--- src/rtl/vid_crop_pkg.sv ---
package vid_crop_pkg;
    typedef enum logic {EM_EMPTY = 1'b0, EM_HELD = 1'b1} emit_st_e;
    localparam logic [1:0] SEL_MAIN = 2'd0;
    localparam logic [1:0] SEL_COL  = 2'd1;
    localparam logic [1:0] SEL_ROW  = 2'd2;
    localparam int BIT_COL_EN = 12;
    localparam int BIT_ROW_EN = 13;
endpackage

--- src/rtl/vid_crop_cfg.sv ---
module vid_crop_cfg
    import vid_crop_pkg::*;
#(
    parameter int CW = 16
) (
    input  logic          clk,
    input  logic          rst_n,
    input  logic          we,
    input  logic [1:0]    sel,
    input  logic [31:0]   wdata,
    input  logic          frame_start,
    output logic [1:0]    en,
    output logic [CW-1:0] lo [2],
    output logic [CW-1:0] hi [2]
);
    localparam logic [CW-1:0] ONES = '1;

    logic [1:0]    lv_en, sh_en;
    logic [CW-1:0] lv_lo [2];
    logic [CW-1:0] lv_hi [2];
    logic [CW-1:0] sh_lo [2];
    logic [CW-1:0] sh_hi [2];

    // software-visible (live) copy
    always_ff @(posedge clk or negedge rst_n) begin
        if (!rst_n) begin
            lv_en    <= '0;
            lv_lo[0] <= '0;
            lv_hi[0] <= ONES;
            lv_lo[1] <= '0;
            lv_hi[1] <= ONES;
        end else if (we) begin
            unique case (sel)
                SEL_MAIN: lv_en <= {wdata[BIT_ROW_EN], wdata[BIT_COL_EN]};
                SEL_COL: begin
                    lv_lo[0] <= wdata[CW-1:0];
                    lv_hi[0] <= wdata[16+CW-1:16];
                end
                SEL_ROW: begin
                    lv_lo[1] <= wdata[CW-1:0];
                    lv_hi[1] <= wdata[16+CW-1:16];
                end
                default: ;
            endcase
        end
    end

    // frame-stable (shadow) copy
    always_ff @(posedge clk or negedge rst_n) begin
        if (!rst_n) begin
            sh_en    <= '0;
            sh_lo[0] <= '0;
            sh_hi[0] <= ONES;
            sh_lo[1] <= '0;
            sh_hi[1] <= ONES;
        end else if (frame_start) begin
            sh_en <= lv_en;
            sh_lo <= lv_lo;
            sh_hi <= lv_hi;
        end
    end

    // the frame-start cycle already uses the values being latched
    always_comb begin
        en = frame_start ? lv_en : sh_en;
        lo = frame_start ? lv_lo : sh_lo;
        hi = frame_start ? lv_hi : sh_hi;
    end

    logic [4*CW+1:0] sh_all;
    assign sh_all = {sh_en, sh_lo[0], sh_hi[0], sh_lo[1], sh_hi[1]};

    a_r8_shadow_frozen: assert property (@(posedge clk) disable iff (!rst_n)
        !frame_start |=> $stable(sh_all));
endmodule

--- src/rtl/vid_crop_ctr.sv ---
module vid_crop_ctr #(
    parameter int CW = 16
) (
    input  logic          clk,
    input  logic          rst_n,
    input  logic          clr,
    input  logic          inc,
    output logic [CW-1:0] cur
);
    localparam logic [CW-1:0] TOP = '1;

    logic [CW-1:0] cnt, nxt;

    always_comb begin
        cur = clr ? '0 : cnt;
        nxt = cur;
        if (inc && cur != TOP) nxt = cur + 1'b1;
    end

    always_ff @(posedge clk or negedge rst_n) begin
        if (!rst_n) cnt <= '0;
        else        cnt <= nxt;
    end

    a_r7_saturate: assert property (@(posedge clk) disable iff (!rst_n)
        (cnt == TOP && !clr) |=> cnt == TOP);
    a_r3_restart: assert property (@(posedge clk) disable iff (!rst_n)
        (clr && inc) |=> cnt == {{(CW-1){1'b0}}, 1'b1});
endmodule

--- src/rtl/vid_crop_emit.sv ---
module vid_crop_emit
    import vid_crop_pkg::*;
#(
    parameter int DW = 16
) (
    input  logic          clk,
    input  logic          rst_n,
    input  logic          fwd,
    input  logic [DW-1:0] din,
    input  logic          frame_start,
    input  logic          line_end,
    output logic [DW-1:0] dout,
    output logic          dvalid,
    output logic          sof,
    output logic          eol
);
    emit_st_e      st, st_nx;
    logic [DW-1:0] hold_d;
    logic          hold_sof;
    logic          sof_pend;

    always_comb begin
        st_nx = st;
        unique case (st)
            EM_EMPTY: if (fwd) st_nx = EM_HELD;           // capture
            EM_HELD: begin
                if (fwd)           st_nx = EM_HELD;       // replace
                else if (line_end) st_nx = EM_EMPTY;      // flush
            end
            default: st_nx = EM_EMPTY;
        endcase
    end

    always_ff @(posedge clk or negedge rst_n) begin
        if (!rst_n) st <= EM_EMPTY;
        else        st <= st_nx;
    end

    always_ff @(posedge clk or negedge rst_n) begin
        if (!rst_n) begin
            dout     <= '0;
            dvalid   <= 1'b0;
            sof      <= 1'b0;
            eol      <= 1'b0;
            hold_d   <= '0;
            hold_sof <= 1'b0;
            sof_pend <= 1'b0;
        end else begin
            dvalid <= 1'b0;
            sof    <= 1'b0;
            eol    <= 1'b0;
            if (st == EM_HELD && (fwd || line_end)) begin
                dout   <= hold_d;
                dvalid <= 1'b1;
                sof    <= hold_sof;
                eol    <= !fwd;
            end
            if (fwd) begin
                hold_d   <= din;
                hold_sof <= sof_pend || frame_start;
                sof_pend <= 1'b0;
            end else if (frame_start) begin
                sof_pend <= 1'b1;
            end
        end
    end

    a_r10_empty_silent: assert property (@(posedge clk) disable iff (!rst_n)
        (st == EM_EMPTY) |=> !dvalid);
    a_r10_flush_marks: assert property (@(posedge clk) disable iff (!rst_n)
        (st == EM_HELD && line_end && !fwd) |=> (dvalid && eol));
    a_r9_marks_with_valid: assert property (@(posedge clk) disable iff (!rst_n)
        (sof || eol) |-> dvalid);
endmodule

--- src/rtl/vid_crop_top.sv ---
module vid_crop_top #(
    parameter int DW = 16,
    parameter int CW = 16
) (
    input  logic          clk,
    input  logic          rst_n,
    input  logic          cfg_we,
    input  logic [1:0]    cfg_sel,
    input  logic [31:0]   cfg_wdata,
    input  logic [DW-1:0] pix_data,
    input  logic          pix_hsync,
    input  logic          pix_vsync,
    output logic [DW-1:0] out_data,
    output logic          out_valid,
    output logic          out_sof,
    output logic          out_eol
);
    localparam int NDIM = 2;   // 0: columns, 1: rows

    logic vs_q, act_q, act;
    logic frame_start, line_start, line_end;
    logic [CW-1:0] row_line;

    logic [NDIM-1:0] win_en, dim_ok, ctr_clr, ctr_inc;
    logic [CW-1:0]   win_lo  [NDIM];
    logic [CW-1:0]   win_hi  [NDIM];
    logic [CW-1:0]   ctr_cur [NDIM];
    logic [CW-1:0]   idx     [NDIM];
    logic            fwd;

    assign act         = pix_hsync && pix_vsync;
    assign frame_start = pix_vsync && !vs_q;
    assign line_start  = act && !act_q;
    assign line_end    = !act && act_q;

    always_ff @(posedge clk or negedge rst_n) begin
        if (!rst_n) begin
            vs_q     <= 1'b0;
            act_q    <= 1'b0;
            row_line <= '0;
        end else begin
            vs_q  <= pix_vsync;
            act_q <= act;
            if (line_start) row_line <= ctr_cur[1];
        end
    end

    vid_crop_cfg #(.CW(CW)) u_cfg (
        .clk(clk), .rst_n(rst_n), .we(cfg_we), .sel(cfg_sel),
        .wdata(cfg_wdata), .frame_start(frame_start),
        .en(win_en), .lo(win_lo), .hi(win_hi)
    );

    assign ctr_clr = {frame_start, line_start};
    assign ctr_inc = {line_start, act};
    assign idx[0]  = ctr_cur[0];
    assign idx[1]  = line_start ? ctr_cur[1] : row_line;

    for (genvar d = 0; d < NDIM; d++) begin : g_dim
        vid_crop_ctr #(.CW(CW)) u_ctr (
            .clk(clk), .rst_n(rst_n), .clr(ctr_clr[d]),
            .inc(ctr_inc[d]), .cur(ctr_cur[d])
        );
        assign dim_ok[d] = !win_en[d] ||
                           (idx[d] >= win_lo[d] && idx[d] <= win_hi[d]);
    end

    assign fwd = act && (&dim_ok);

    vid_crop_emit #(.DW(DW)) u_emit (
        .clk(clk), .rst_n(rst_n), .fwd(fwd), .din(pix_data),
        .frame_start(frame_start), .line_end(line_end),
        .dout(out_data), .dvalid(out_valid), .sof(out_sof), .eol(out_eol)
    );

    a_r6_empty_window: assert property (@(posedge clk) disable iff (!rst_n)
        (win_en[0] && win_lo[0] > win_hi[0]) |-> !fwd);
    a_r5_idle_no_out: assert property (@(posedge clk) disable iff (!rst_n)
        (!act && !act_q) |=> !out_valid);
endmodule

--- config.mk ---
export PLATFORM = sky130hd
export DESIGN_NAME = vid_crop_top
export DESIGN_NICKNAME = d
export VERILOG_FILES = /design/src/rtl/vid_crop_pkg.sv /design/src/rtl/vid_crop_cfg.sv /design/src/rtl/vid_crop_ctr.sv /design/src/rtl/vid_crop_emit.sv /design/src/rtl/vid_crop_top.sv
export SDC_FILE = /design/constraint.sdc
export NUM_CORES = 1
export LEC_CHECK = 0
export ABC_AREA = 1
export BUFFER_PORTS_ARGS = -buffer_cell sky130_fd_sc_hd__buf_2
export CAP_MARGIN = 30
export CORE_ASPECT_RATIO = 0.6
export CORE_MARGIN = 10
export CORE_UTILIZATION = 60
export DETAILED_ROUTE_END_ITERATION = 6
export PLACE_DENSITY = 0.85
export SYNTH_ARGS = -nofsm -noshare
export SYNTH_HDL_FRONTEND = slang
export SYNTH_SLANG_ARGS = --single-unit
--- constraint.sdc ---
create_clock -name clk -period 10.15 [get_ports clk]
set_clock_uncertainty 0.2 [all_clocks]
set_input_delay 0.5075 -clock clk [delete_from_list [all_inputs] [get_ports clk]]
set_output_delay 0.5075 -clock clk [all_outputs]
set_load 0.02 [all_outputs]
; Word level (Yosys, flattened, before mapping)
; Index checks and enable logic that the tools add are counted.
[op_classes]
n_addsub = 2
bitwise = 1
reduce_logical = 26
n_lt_le_gt_ge = 4
n_eq_ne = 4
muxes = 17
[ops]
columns = op, n
row1 = 16-bit 2-to-1 mux, 5
row2 = 32-bit 2-to-1 mux, 2
row3 = 16-bit by 1-bit adder with 16-bit output (second input constant), 2
row4 = 16-bit >= comparator, 2
row5 = 16-bit <= comparator, 2
row6 = 16-bit != test (second input constant), 2
row7 = 1-bit logical AND, 10
row8 = 1-bit 2-to-1 mux, 8
row9 = 2-bit AND reduction, 4
row10 = 1-bit zero test, 6
row11 = 1-bit logical OR, 4
row12 = 2-bit by 1-bit == test with 1-bit output (second input constant), 1
row13 = 2-bit == test (second input constant), 1
row14 = 2-bit zero test, 1
row15 = 2-bit 2-to-1 mux, 1
row16 = 1-bit one-hot mux with 2 select lines, 1
row17 = 2-bit nonzero test, 1
row18 = 1-bit inverter, 1
[word_totals]
wordCells = 77
output_inout_bits = 19
ff_bits = 220
input_bits = 55

; Logic depth before layout (Yosys ltp)
; Gate-level depths: netlist of the first run.
[depth]
ltp_word = 12
ltp_mapped = 29
mapped_depth_nobuf = 25

; Cells and area by module
; Synthesis of the first run repeated with hierarchy kept, for this count alone.
[unflattened]
hier_cells = 1461
hier_area_um2 = 11841.4
[by_module_without_submodules]
columns = mod, instances, seq_area_each_um2, cells_per_inst, area_each_um2
row1 = vid_crop_cfg, 1, 3383.2, 576, 5442.7
row2 = vid_crop_top, 1, 450.4, 351, 2379.8
row3 = vid_crop_emit, 1, 950.9, 157, 1460.2
row4 = vid_crop_ctr at g_dim[0].u_ctr, 1, 400.4, 187, 1291.2
row5 = vid_crop_ctr at g_dim[1].u_ctr, 1, 400.4, 190, 1267.5

; Worst setup path before layout of the first run
; Ideal clock, no wire load.
[synth_path]
path_type = in2reg
start = input pix_vsync
end = register u_emit.hold_d[10]
cell_stages = 22
path_slack_ns = 6.692
path_buffers = 6
arrival_ns = 3.142
path_cell_list = nand2_1 buf_2 buf_2 clkbuf_1 clkbuf_1 nand2_1 o21ai_0 inv_1 ha_1 nand2_1 inv_1 nand3_1 nor3_1 nand3_1 nand3_1 nand2_1 nand2_1 nand3_2 buf_2 buf_2 nand2_1 nand2_1
[synth_rtl]
columns = element, line
row1 = start: declaration, vid_crop_top.sv:12  ; input logic pix_vsync,
row2 = end signal: assignment, vid_crop_emit.sv:59  ; hold_d <= din;
row3 = end: declaration, vid_crop_emit.sv:18  ; logic [DW-1:0] hold_d;

; Worst setup path in the final report of the first run
[layout_path]
start = input pix_vsync
end = register u_emit.dout[9]
[layout_via]
elab_chain_cells = 10
elab_cells_between_ends = 25
[layout_rtl]
columns = element, line
row1 = "1-bit logical AND, on equally long branches", "vid_crop_top.sv:32, vid_crop_top.sv:31"
row2 = 16-bit 2-to-1 mux or 1-bit logical AND (tied branches), "vid_crop_ctr.sv:15, vid_crop_top.sv:33"
row3 = "16-bit 2-to-1 mux, on equally long branches", "vid_crop_top.sv:57, vid_crop_ctr.sv:15"
row4 = 16-bit >= comparator or 16-bit <= comparator (tied branches), vid_crop_top.sv:65  ; (idx[d] >= win_lo[d] && idx[d] <= win_hi[d]);
row5 = 1-bit logical AND, vid_crop_top.sv:65
row6 = 1-bit logical OR, vid_crop_top.sv:64  ; assign dim_ok[d] = !win_en[d] ||
row7 = 2-bit AND reduction, vid_crop_top.sv:68  ; assign fwd = act && (&dim_ok);
row8 = 1-bit logical AND, vid_crop_top.sv:68
row9 = 1-bit logical OR (*), vid_crop_emit.sv:52  ; if (st == EM_HELD && (fwd || line_end)) begin
row10 = 1-bit logical AND (*), vid_crop_emit.sv:52
row11 = end signal: assignment, vid_crop_emit.sv:53  ; dout <= hold_d;
row12 = end: declaration, vid_crop_emit.sv:12  ; output logic [DW-1:0] dout,
; Mark *: on every way between the ends. The rest lies on a longest branch, timed or not.
; A chain may end at the register's enable or synchronous reset.

==> flow_summary_export.csv, run 1 <==
group,metric,value,unit
synth,synth_most_common_cell,"nand2_1",
pwr,clkPwrFrac,0.318,
clock_network,path_clk_slew,0.06,ns
detailed_routing,vias_per_cell,5.370,
cells_and_area,antenna_cells,0,
detailed_routing,drtIter0Drc,771,
global_routing,grt_pass1_wl,40640,um
worst_setup_path,crit_type,"in2reg",
detailed_routing,drt_first_pass_iters,5,
timing,slew_violations,0,
pwr,pwr-share-comb,0.192,
timing,worst_pin_slew,0.9443,ns
placement,port_buffers,73,
timing,setup_tns,0,ns
pwr,netSwitchingFraction,0.2986,
floorplanning,core_area,0.01708,mm^2
placement,gp_congestion,0.9545,
worst_setup_path,crit_top_cell,"nand2_1",
floorplanning,die_area,0.02324,mm^2
run,maxCapViolCount,0,
worst_setup_path,endpoint_kind,"flip-flop",
detailed_routing,wire_per_inst,16.48,um
worst_setup_path,path_buf_inv,3,
clock_network,cts_max_path_buffers,3,
hold_path,hold_path_class,"in2reg",
synth,syn_nets,1295,
synth,yosys.area.top_type,"dfrtp_1",
synth,synth_ff_type,"dfrtp_1",
pwr,peakVddDrop,0.0001210,V
worst_setup_path,worstPathCellList,"dlygate4sd3_1, buf_2, nand2_2, nor2_1, nor2_1, ha_1, nand2_1, inv_1, nand3_1, nor3_1, nand3b_1, nand2_1, nand2_1, nand2_1, nand3_2, nand2_4, nand2_4, nand2_1, nand2_1",
global_routing,track_usage,0.2129,
floorplanning,start_util,0.6109,
global_routing,grt_max_degree,85,
synth,yosys-top-cells-count,"305 x nand2_1, 161 x inv_1, 156 x dfrtp_1, 151 x o21ai_0, 64 x dfstp_2",
clock_network,cts_setup_buffers,0,
synth,ys_warn_count,0,
global_routing,antenna_found_initial,0,
synth,synthArstFlopShare,1.000,
synth,synth.area.top_cells,"dfrtp_1 37%, dfstp_2 16%, nand2_1 11%",
timing,fin_crit_sh,0.4683,
synth,yosysSeqAreaShare,0.5353,
pwr,p_sw,0.0006906,W
pwr,cellLeakagePower,6.050,nW
cells_and_area,fin_nets,1366,
worst_setup_path,crit_required,10.33,ns
floorplanning,die_x,190.3,um
timing,fmax,0.2104,GHz
global_routing,gr-total-overflow,0,
synth,synth-edff-count,0,
floorplanning,rows,37,
synth,syn-cell-area,0.01044,mm^2
clock_network,cts_max_level,1,
worst_setup_path,r2r-start,"vs_q",
floorplanning,ios,74,
worst_setup_path,startpoint_type,"input pin",
pwr,power_density,196.7,mW/mm^2
synth,netlist_instances,1178,
pwr,share_seq_of_total_power,0.490,
cells_and_area,syn_to_final_growth,12.70,%
timing,maxSlewHeadroom,0.3681,
worst_setup_path,worstPathArrival,4.94,ns
synth,yosysTopAreaCellShare,0.3741,
clock_network,cts.sinks,220,
hold_path,hp-start,"pix_data[7]",
worst_setup_path,cp_max_fo,21,
detailed_routing,ant_nets,0,
placement,dp_hpwl,17270,um
pwr,p_int,0.001622,W
worst_setup_path,worstSetupStartpoint,"pix_vsync",
detailed_routing,post-route-drc-count,0,
clock_network,clockRootBuffer,"clkbuf_16",
detailed_routing,num_vias,8044,
timing,min_period,4.753,ns
clock_network,cts_buffers,21,
synth,synth_cell_types,33,
timing,hold_viol_final,0,
timing,setup_viol,0,
worst_setup_path,slowest_delay,0.74,ns
synth,avgSynthCellArea,8.858,um^2
worst_setup_path,crit_slowest_cell,"nor2_1",
outcome,status,"finished, final reports clean",
cells_and_area,utilization,0.6884,
timing,rsz0062_at_grt,"no",
clock_network,cts_tree,"yes",
worst_setup_path,path_delay_family,"simple AND/OR/NAND/NOR gates",
global_routing,grt_pass1_vias,7930,
floorplanning,dieHeight,122.2,um
synth,ys_ff_latch,220,
detailed_routing,drt_wl_total,24680,um
clock_network,insertion_delay,0.51,ns
cells_and_area,drive_above_1_share,0.1922,
-- worst min-delay path, stage by stage --
cell     delay (ns)
buf_2          0.08
nand2_1        0.04
nand2_1        0.05
-- metal layers --
metal / share of wire / global-route usage
met5: 0 / 0
met1: 0.48 / 0.3192
met2: 0.43 / 0.3083
met3: 0.077 / 0.04994
met4: 0.018 / 0.04456
-- cell type report --
| class | count | area [um^2] |
|---|---|---|
| clock inverter | 5 | 28.78 |
| timing repair buffer | 89 | 560.5 |
| clock buffer | 33 | 600.6 |
| sequential | 220 | 5585 |
| inverter | 163 | 611.8 |
| multi-input combinational | 754 | 4080 |
| tap | 234 | 292.8 |
| fill | 1297 | 5323 |
-- through the flow --
| step | power, W | cells | setup slack [ns] | area (um^2) | hold WS (ns) |
|---|---|---|---|---|---|
| 6_report | 0.002313 | 1498 | 5.397 | 11760 | 0.001225 |
| 5_1_grt | 0.002434 | 1498 | 5.019 | 11760 | 0.001853 |
| 4_1_cts | 0.002318 | 1498 | 5.571 | 11760 | 0.0002847 |
| 3_5_place_dp | 0.001579 | 1452 | 5.616 | 11050 | 0.2532 |
| 3_3_place_gp | 0.001550 | 1449 | 5.783 | 10980 | 0.2513 |
| 2_1_floorplan | 0.001418 | 1178 | 6.692 | 10440 | 0.01191 |
-- cell families after synthesis --
group / after synthesis / synth area share
AOI/OAI and AO/OA: 192 / 0.09556
xor gates and xnor gates: 26 / 0.02182
adders and majority gates: 62 / 0.07434
buffers and inverters: 204 / 0.07566
DFF: 220 / 0.5353
and+or+nand+nor: 474 / 0.1974
-- layout by cell type (no fill, tap or decap), types with 2 or more instances in the layout --
cell | Yosys | final
a211oi_1 | 5 | 5
a21oi_1 | 29 | 29
buf_12 | 0 | 2
buf_2 | 7 | 72
buf_4 | 2 | 5
clkbuf_1 | 31 | 9
clkbuf_16 | 0 | 21
clkbuf_8 | 0 | 3
clkinv_2 | 0 | 4
dfrtp_1 | 156 | 156
dfstp_2 | 64 | 64
dlygate4sd3_1 | 0 | 8
ha_1 | 62 | 62
inv_1 | 161 | 161
inv_2 | 2 | 2
nand2_1 | 305 | 304
nand2_2 | 3 | 4
nand2_4 | 2 | 2
nand3_1 | 41 | 39
nand3_2 | 1 | 3
nand3b_1 | 2 | 2
nand4_1 | 9 | 9
nor2_1 | 40 | 39
nor3_1 | 12 | 12
nor3_2 | 2 | 2
nor4_1 | 3 | 3
o21a_1 | 2 | 2
o21ai_0 | 151 | 151
or2_2 | 53 | 53
xnor2_1 | 6 | 6
xor2_1 | 20 | 20
-- worst paths after layout --
kind / end / slack (ns) / cells after the start
worst max-delay path: u_emit.dout[9] / 5.40 / 19
worst min-delay path: u_emit.hold_d[7] / 0.001 / 3
worst max register to register: u_emit.dout[9] / 5.72 / 18
worst min register to register: u_emit.dout[7] / 0.27 / 2
max in group asynchronous: g_dim[0].u_ctr.cnt[11] / 8.16 / 3
min in group asynchronous: g_dim[1].u_ctr.cnt[8] / 0.37 / 2
-- power by group through the flow --
stage / sequential [W] / clock (W) / combinational (W)
after floorplan: 0.00116 / 0 / 0.000257
after CTS: 0.00113 / 0.000743 / 0.000444
after detailed placement: 0.00114 / 0 / 0.000435
final: 0.00113 / 0.000736 / 0.000444
after global routing: 0.00115 / 0.000777 / 0.000507
after global placement: 0.00114 / 0 / 0.000413
-- flip-flops by register name (all words and copies together) (netlist names) --
register / flops
u_cfg.lv_en: 2
u_emit.sof: 1
u_emit.sof_pend: 1
u_cfg.sh_all: 64
u_cfg.lv_lo: 32
vs_q: 1
u_emit.st: 1
u_cfg.lv_hi: 32
act_q: 1
u_emit.eol: 1
row_line: 16
u_emit.dout: 16
u_emit.hold_d: 16
u_emit.hold_sof: 1
u_emit.dvalid: 1
u_cfg.sh_en: 2
g_dim.u_ctr.cnt: 32
-- what timing repair did --
item                       in CTS  in global routing
setup endpoints to repair       0                  0
gates resized for setup         0                  0
hold endpoints to repair       69                  0
hold buffers                    8                  0
(Power assumes the default switching activity.)
==> run 2, diff against run 1 <==
- CORE_UTILIZATION: 60 -> 55
- PLACE_DENSITY: 0.85 -> 0.83
- clock period: 10.15 -> 3.85 ns (I/O delays scaled with it)
==> flow_summary_export.csv, run 2 (synthesis results as in run 1) <==
group,metric,value,unit
outcome,status,"finished, final reports clean",
pwr,power_density,505.3,mW/mm^2
worst_setup_path,crit_required,4.03,ns
pwr,p_int,0.004354,W
timing,fin_ws,0.2966,ns
worst_setup_path,slowest_delay,0.38,ns
worst_setup_path,crit_slowest_cell,"dfrtp_1",
worst_setup_path,rr_worst_depth,16,
cells_and_area,syn_to_final_growth,18.37,%
global_routing,grt_max_degree,128,
cells_and_area,final_cell_mix,"304 x nand2_1, 161 x inv_1, 156 x dfrtp_1",
clock_network,insertion_delay,0.50,ns
detailed_routing,drt_first_pass_iters,7,
cells_and_area,final_common_cell,"nand2_1",
floorplanning,core_area,0.01835,mm^2
timing,hold_viol_final,0,
pwr,share_seq_of_total_power,0.480,
worst_setup_path,startpoint_type,"flip-flop",
floorplanning,die_area,0.02506,mm^2
worst_setup_path,worstPathArrival,3.73,ns
clock_network,path_clk_slew,0.07,ns
worst_setup_path,cp_num_cells,16,
worst_setup_path,path_delay_family,"simple AND/OR/NAND/NOR gates",
floorplanning,rows,38,
worst_setup_path,worstSetupStartpoint,"vs_q",
worst_setup_path,cp_max_fo,33,
worst_setup_path,crit_type,"reg2reg",
worst_setup_path,r2r-end,"u_emit.dout[13]",
global_routing,grt_pass1_wl,42770,um
global_routing,grt_pass1_vias,8132,
detailed_routing,num_vias,8345,
placement,gp_congestion,0.9654,
global_routing,gr-total-overflow,0,
placement,place_ws,0.3227,ns
pwr,pwr-share-comb,0.198,
cells_and_area,largest_reg_flops,64,
cells_and_area,drive_above_1_share,0.1958,
timing,setup_tns,0,ns
detailed_routing,ant_nets,0,
detailed_routing,vias_per_cell,5.356,
hold_path,hold_path_class,"in2async",
pwr,clkPwrFrac,0.322,
timing,worst_pin_slew,0.9388,ns
timing,min_period,3.553,ns
pwr,netSwitchingFraction,0.3024,
cells_and_area,antenna_cells,0,
worst_setup_path,crit_end,"u_emit.dout[13]",
clock_network,cts_tree,"yes",
pwr,p_sw,0.001887,W
worst_setup_path,r2r-start,"vs_q",
placement,port_buffers,73,
timing,rsz0062_at_grt,"no",
floorplanning,dieHeight,126.7,um
clock_network,cts_buffers,21,
floorplanning,start_util,0.5686,
floorplanning,ios,74,
detailed_routing,drt_wl_total,26050,um
timing,slew_violations,0,
worst_setup_path,rrSetupSlack,0.30,ns
detailed_routing,m1WireLength,12130,um
detailed_routing,wl_met3,2269,um
global_routing,antenna_found_initial,0,
clock_network,cts.sinks,220,
timing,fmax,0.2814,GHz
run,maxCapViolCount,0,
clock_network,cts_max_level,1,
detailed_routing,top_layer,"met4",
floorplanning,die_x,197.8,um
detailed_routing,dr_wl_met2,11350,um
detailed_routing,drtIter0Drc,692,
pwr,peakVddDrop,0.0002932,V
detailed_routing,wire_per_inst,16.72,um
clock_network,cts_max_path_buffers,3,
global_routing,track_usage,0.2086,
detailed_routing,post-route-drc-count,0,
pwr,cellLeakagePower,6.313,nW
timing,maxSlewHeadroom,0.3742,
cells_and_area,fin_nets,1421,
worst_setup_path,path_buf_inv,2,
worst_setup_path,endpoint_kind,"flip-flop",
timing,setup_viol,0,
timing,fin_crit_sh,0.9230,
worst_setup_path,crit_top_cell,"nand2_1",
placement,dp_hpwl,17840,um
worst_setup_path,worstPathCellList,"inv_1, nand2_2, buf_6, o21ai_0, ha_1, a21boi_0, nand4_1, nand3b_1, nand2_1, nand2_1, nand2_1, nand3_2, nand2_4, nand2_4, nand2_1, nand2_1",
timing,fin_hold_ws,0.1762,ns
clock_network,clockRootBuffer,"clkbuf_16",
-- run 2: final cells by class --
| cell class | instances | area (um^2) |
|---|---|---|
| multi-input combinational | 754 | 4084 |
| sequential | 220 | 5585 |
| inverter | 163 | 611.8 |
| timing repair buffer | 144 | 1110 |
| fill | 1368 | 6001 |
| tap | 240 | 300.3 |
| clock buffer | 27 | 600.6 |
| clock inverter | 10 | 60.06 |
-- run 2: repair_timing --
action,in CTS,in global routing
buffers inserted,0,0
hold buffers,54,0
hold endpoints to repair,166,0
resized for setup,0,10
endpoints found under the setup margin,0,36
-- run 2: worst min path at each step --
| stage | slack (ns) | end |
|---|---|---|
| after floorplan | -0.30 | act_q |
| after global placement | 0.15 | g_dim[1].u_ctr.cnt[3] |
| after detailed placement | 0.15 | u_cfg.sh_all[19] |
| after CTS | 0.22 | u_emit.hold_d[6] |
| after global routing | 0.24 | vs_q |
| final | 0.18 | g_dim[1].u_ctr.cnt[4] |
-- run 2: metal layers --
metal | vias to the layer above | global-route usage
li1 | 3992 | -
met1 | 4010 | 0.3101
met2 | 316 | 0.3038
met3 | 27 | 0.05466
met4 | 0 | 0.03105
met5 | - | 0
-- run 2: power by group through the flow --
stage | registers (W) | clock network, W | logic, W
after floorplan | 0.00306 | 0 | 0.000678
after global placement | 0.00301 | 0 | 0.00111
after detailed placement | 0.00302 | 0 | 0.00117
after CTS | 0.00299 | 0.00204 | 0.00123
after global routing | 0.00304 | 0.00213 | 0.00140
final | 0.00300 | 0.00201 | 0.00124
-- run 2: through the flow --
stage / instance area (um^2) / total power (W) / util / std cells
final: 12350 / 0.006242 / 0.6730 / 1558
after global routing: 12350 / 0.006563 / 0.6730 / 1558
after CTS: 12340 / 0.006255 / 0.6726 / 1558
after detailed placement: 11140 / 0.004192 / 0.6072 / 1467
after global placement: 11100 / 0.004121 / 0.6050 / 1465
after floorplan: 10440 / 0.003739 / - / 1178
==> run 3, diff against run 2 <==
- BUFFER_PORTS_ARGS: -buffer_cell sky130_fd_sc_hd__buf_2 -> unset
- CORE_ASPECT_RATIO: 0.6 -> 1.2
- CORE_UTILIZATION: 55 -> 58
- DONT_BUFFER_PORTS: unset -> 1
- PLACE_DENSITY: 0.83 -> 0.82
==> flow_summary_export.csv, run 3 (synthesis results as in run 1) <==
group,metric,value,unit
worst_setup_path,r2r-start,"vs_q",
clock_network,insertion_delay,0.50,ns
detailed_routing,drt_wl_total,25280,um
floorplanning,die_area,0.02378,mm^2
floorplanning,rows,53,
detailed_routing,vias_per_cell,5.503,
clock_network,cts_max_level,1,
floorplanning,dieHeight,166.9,um
timing,slew_violations,0,
timing,setup_viol,0,
worst_setup_path,crit_type,"reg2reg",
clock_network,cts.sinks,220,
cells_and_area,fin_cells,1468,
placement,port_buffers,0,
clock_network,cts_max_path_buffers,3,
cells_and_area,antenna_cells,0,
outcome,status,"finished with violations",
cells_and_area,fin_nets,1349,
outcome,violations,"hold timing",
worst_setup_path,cp_max_fo,32,
placement,place_area,0.01068,mm^2
global_routing,met1_usage,0.2612,
cells_and_area,utilization,0.6840,
cells_and_area,final_cell_mix,"304 x nand2_1, 161 x inv_1, 156 x dfrtp_1",
floorplanning,core_area,0.01757,mm^2
clock_network,path_clk_slew,0.06,ns
cells_and_area,final_common_cell,"nand2_1",
detailed_routing,ant_nets,0,
global_routing,grt_pass1_vias,8161,
detailed_routing,post-route-drc-count,0,
detailed_routing,wire_per_inst,17.22,um
worst_setup_path,endpoint_kind,"flip-flop",
pwr,peakVddDrop,0.0003884,V
global_routing,globalRouteMet3Util,0.03357,
worst_setup_path,worstSetupStartpoint,"vs_q",
cells_and_area,stdcell_area,0.01202,mm^2
placement,dpl.cell_count,1369,
timing,hold_viol_final,220,
hold_path,hold_path_class,"in2async",
global_routing,antenna_found_initial,0,
cells_and_area,largest_reg_flops,64,
detailed_routing,drtIter0Drc,715,
timing,worst_pin_slew,0.6896,ns
worst_setup_path,worstPathArrival,3.82,ns
global_routing,globalRouteMet2Util,0.3524,
pwr,power_density,518.6,mW/mm^2
floorplanning,start_util,0.5938,
cells_and_area,drive_above_1_share,0.1490,
floorplanning,ios,74,
timing,fin_crit_sh,0.9431,
global_routing,grt_max_degree,221,
clock_network,clockRootBuffer,"clkbuf_16",
clock_network,cts_buffers,23,
global_routing,track_usage,0.2083,
worst_setup_path,startpoint_type,"flip-flop",
cells_and_area,fill_cells,1309,
timing,min_period,3.631,ns
timing,maxSlewHeadroom,0.5402,
detailed_routing,drt_first_pass_iters,5,
global_routing,gr-total-overflow,0,
placement,dp_hpwl,16250,um
worst_setup_path,crit_required,4.04,ns
global_routing,busiest_layer,"met2",
global_routing,grt_pass1_wl,41150,um
timing,fmax,0.2754,GHz
cells_and_area,syn_to_final_growth,15.19,%
placement,gp_congestion,0.8593,
pwr,cellLeakagePower,6.040,nW
clock_network,cts_tree,"yes",
floorplanning,die_x,142.4,um
run,maxCapViolCount,0,
timing,fin_hold_ws,-0.7969,ns
detailed_routing,num_vias,8078,
-- run 3: cell types whose count changed in the layout (fill, tap and decap cells not counted), sizes merged --
| cell | delta |
|---|---|
| buf | -76 |
| clkbuf | +8 |
| clkinv | -4 |
| bufinv | +1 |
| clkinvlp | +1 |
| dlygate4sd3 | -1 |
| dlymetal6s4s | +1 |
| inv | -1 |
| nor2 | +1 |
-- run 3: area by class of cell --
cell class | count | area, um^2 | share of cell area
Clock buffer | 34 | 676.9 | 0.05631
Clock inverter | 7 | 65.06 | 0.005413
Inverter | 163 | 611.8 | 0.05090
Multi-Input combinational cell | 755 | 4095 | 0.3407
Sequential cell | 220 | 5585 | 0.4647
Tap cell | 220 | 275.3 | 0.02290
Timing Repair Buffer | 69 | 710.7 | 0.05912
-- run 3: worst paths after layout --
path	to	slack, ns	cells after the start
min in group clk	u_cfg.lv_hi[0]	0.05	4
worst max-delay path	u_emit.dout[4]	0.22	18
worst min-delay path	u_cfg.sh_all[17]	-0.80	0
max in group asynchronous	u_cfg.lv_hi[24]	3.90	0
worst max register to register	u_emit.dout[4]	0.22	18
worst min register to register	u_emit.hold_d[8]	0.28	2
-- run 3: metrics by stage --
stage | worst slack, ns | hold slack, ns | TNS (ns) | total power (W)
2_1_floorplan | 0.5338 | -0.3031 | 0 | 0.003739
3_3_place_gp | 0.3726 | -0.2858 | 0 | 0.003944
3_5_place_dp | 0.2718 | -0.2844 | 0 | 0.004006
4_1_cts | 0.2250 | -0.8105 | 0 | 0.006221
5_1_grt | -0.01632 | -0.8091 | -0.03119 | 0.006563
6_report | 0.2190 | -0.7969 | 0 | 0.006234
-- run 3: power by group --
| group | internal, W | total (W) | switching (W) | leakage [nW] |
|---|---|---|---|---|
| clock | 0.00128 | 0.00217 | 0.000887 | 0.363 |
| combinational | 0.000375 | 0.000940 | 0.000565 | 3.02 |
| sequential | 0.00279 | 0.00313 | 0.000337 | 2.66 |
| total | 0.00445 | 0.00623 | 0.00179 | 6.04 |
-- run 3: metal layers --
metal | vias to the layer above | part of all wire
li1 | 3839 | -
met1 | 3917 | 0.41
met2 | 261 | 0.50
met3 | 61 | 0.064
met4 | 0 | 0.035
met5 | - | 0
-- run 3: repair_timing --
| item | 4_1_cts | 5_1_grt |
|---|---|---|
| hold buffers | 53 | 1 |
| buffers inserted | 0 | 2 |
| gates resized for setup | 0 | 11 |
| endpoints found under the setup margin | 0 | 36 |
| hold endpoints to repair | 331 | 221 |
-- run 3: critical path, cell delays in order, from the launching register on --
cell and delay (ns):
dfrtp_1 0.45, inv_1 0.12, nand2_4 0.17, buf_12 0.22, nand2_1 0.12, o21ai_1 0.31, ha_1 0.33, a21oi_1 0.19
o21ai_0 0.13, a21oi_1 0.21, nand2_1 0.09, nand2_1 0.06, nand2_1 0.07, nand2_1 0.08, nand3_2 0.15, nand2_4 0.23
nand2_4 0.17, nand2_1 0.15, nand2_1 0.06
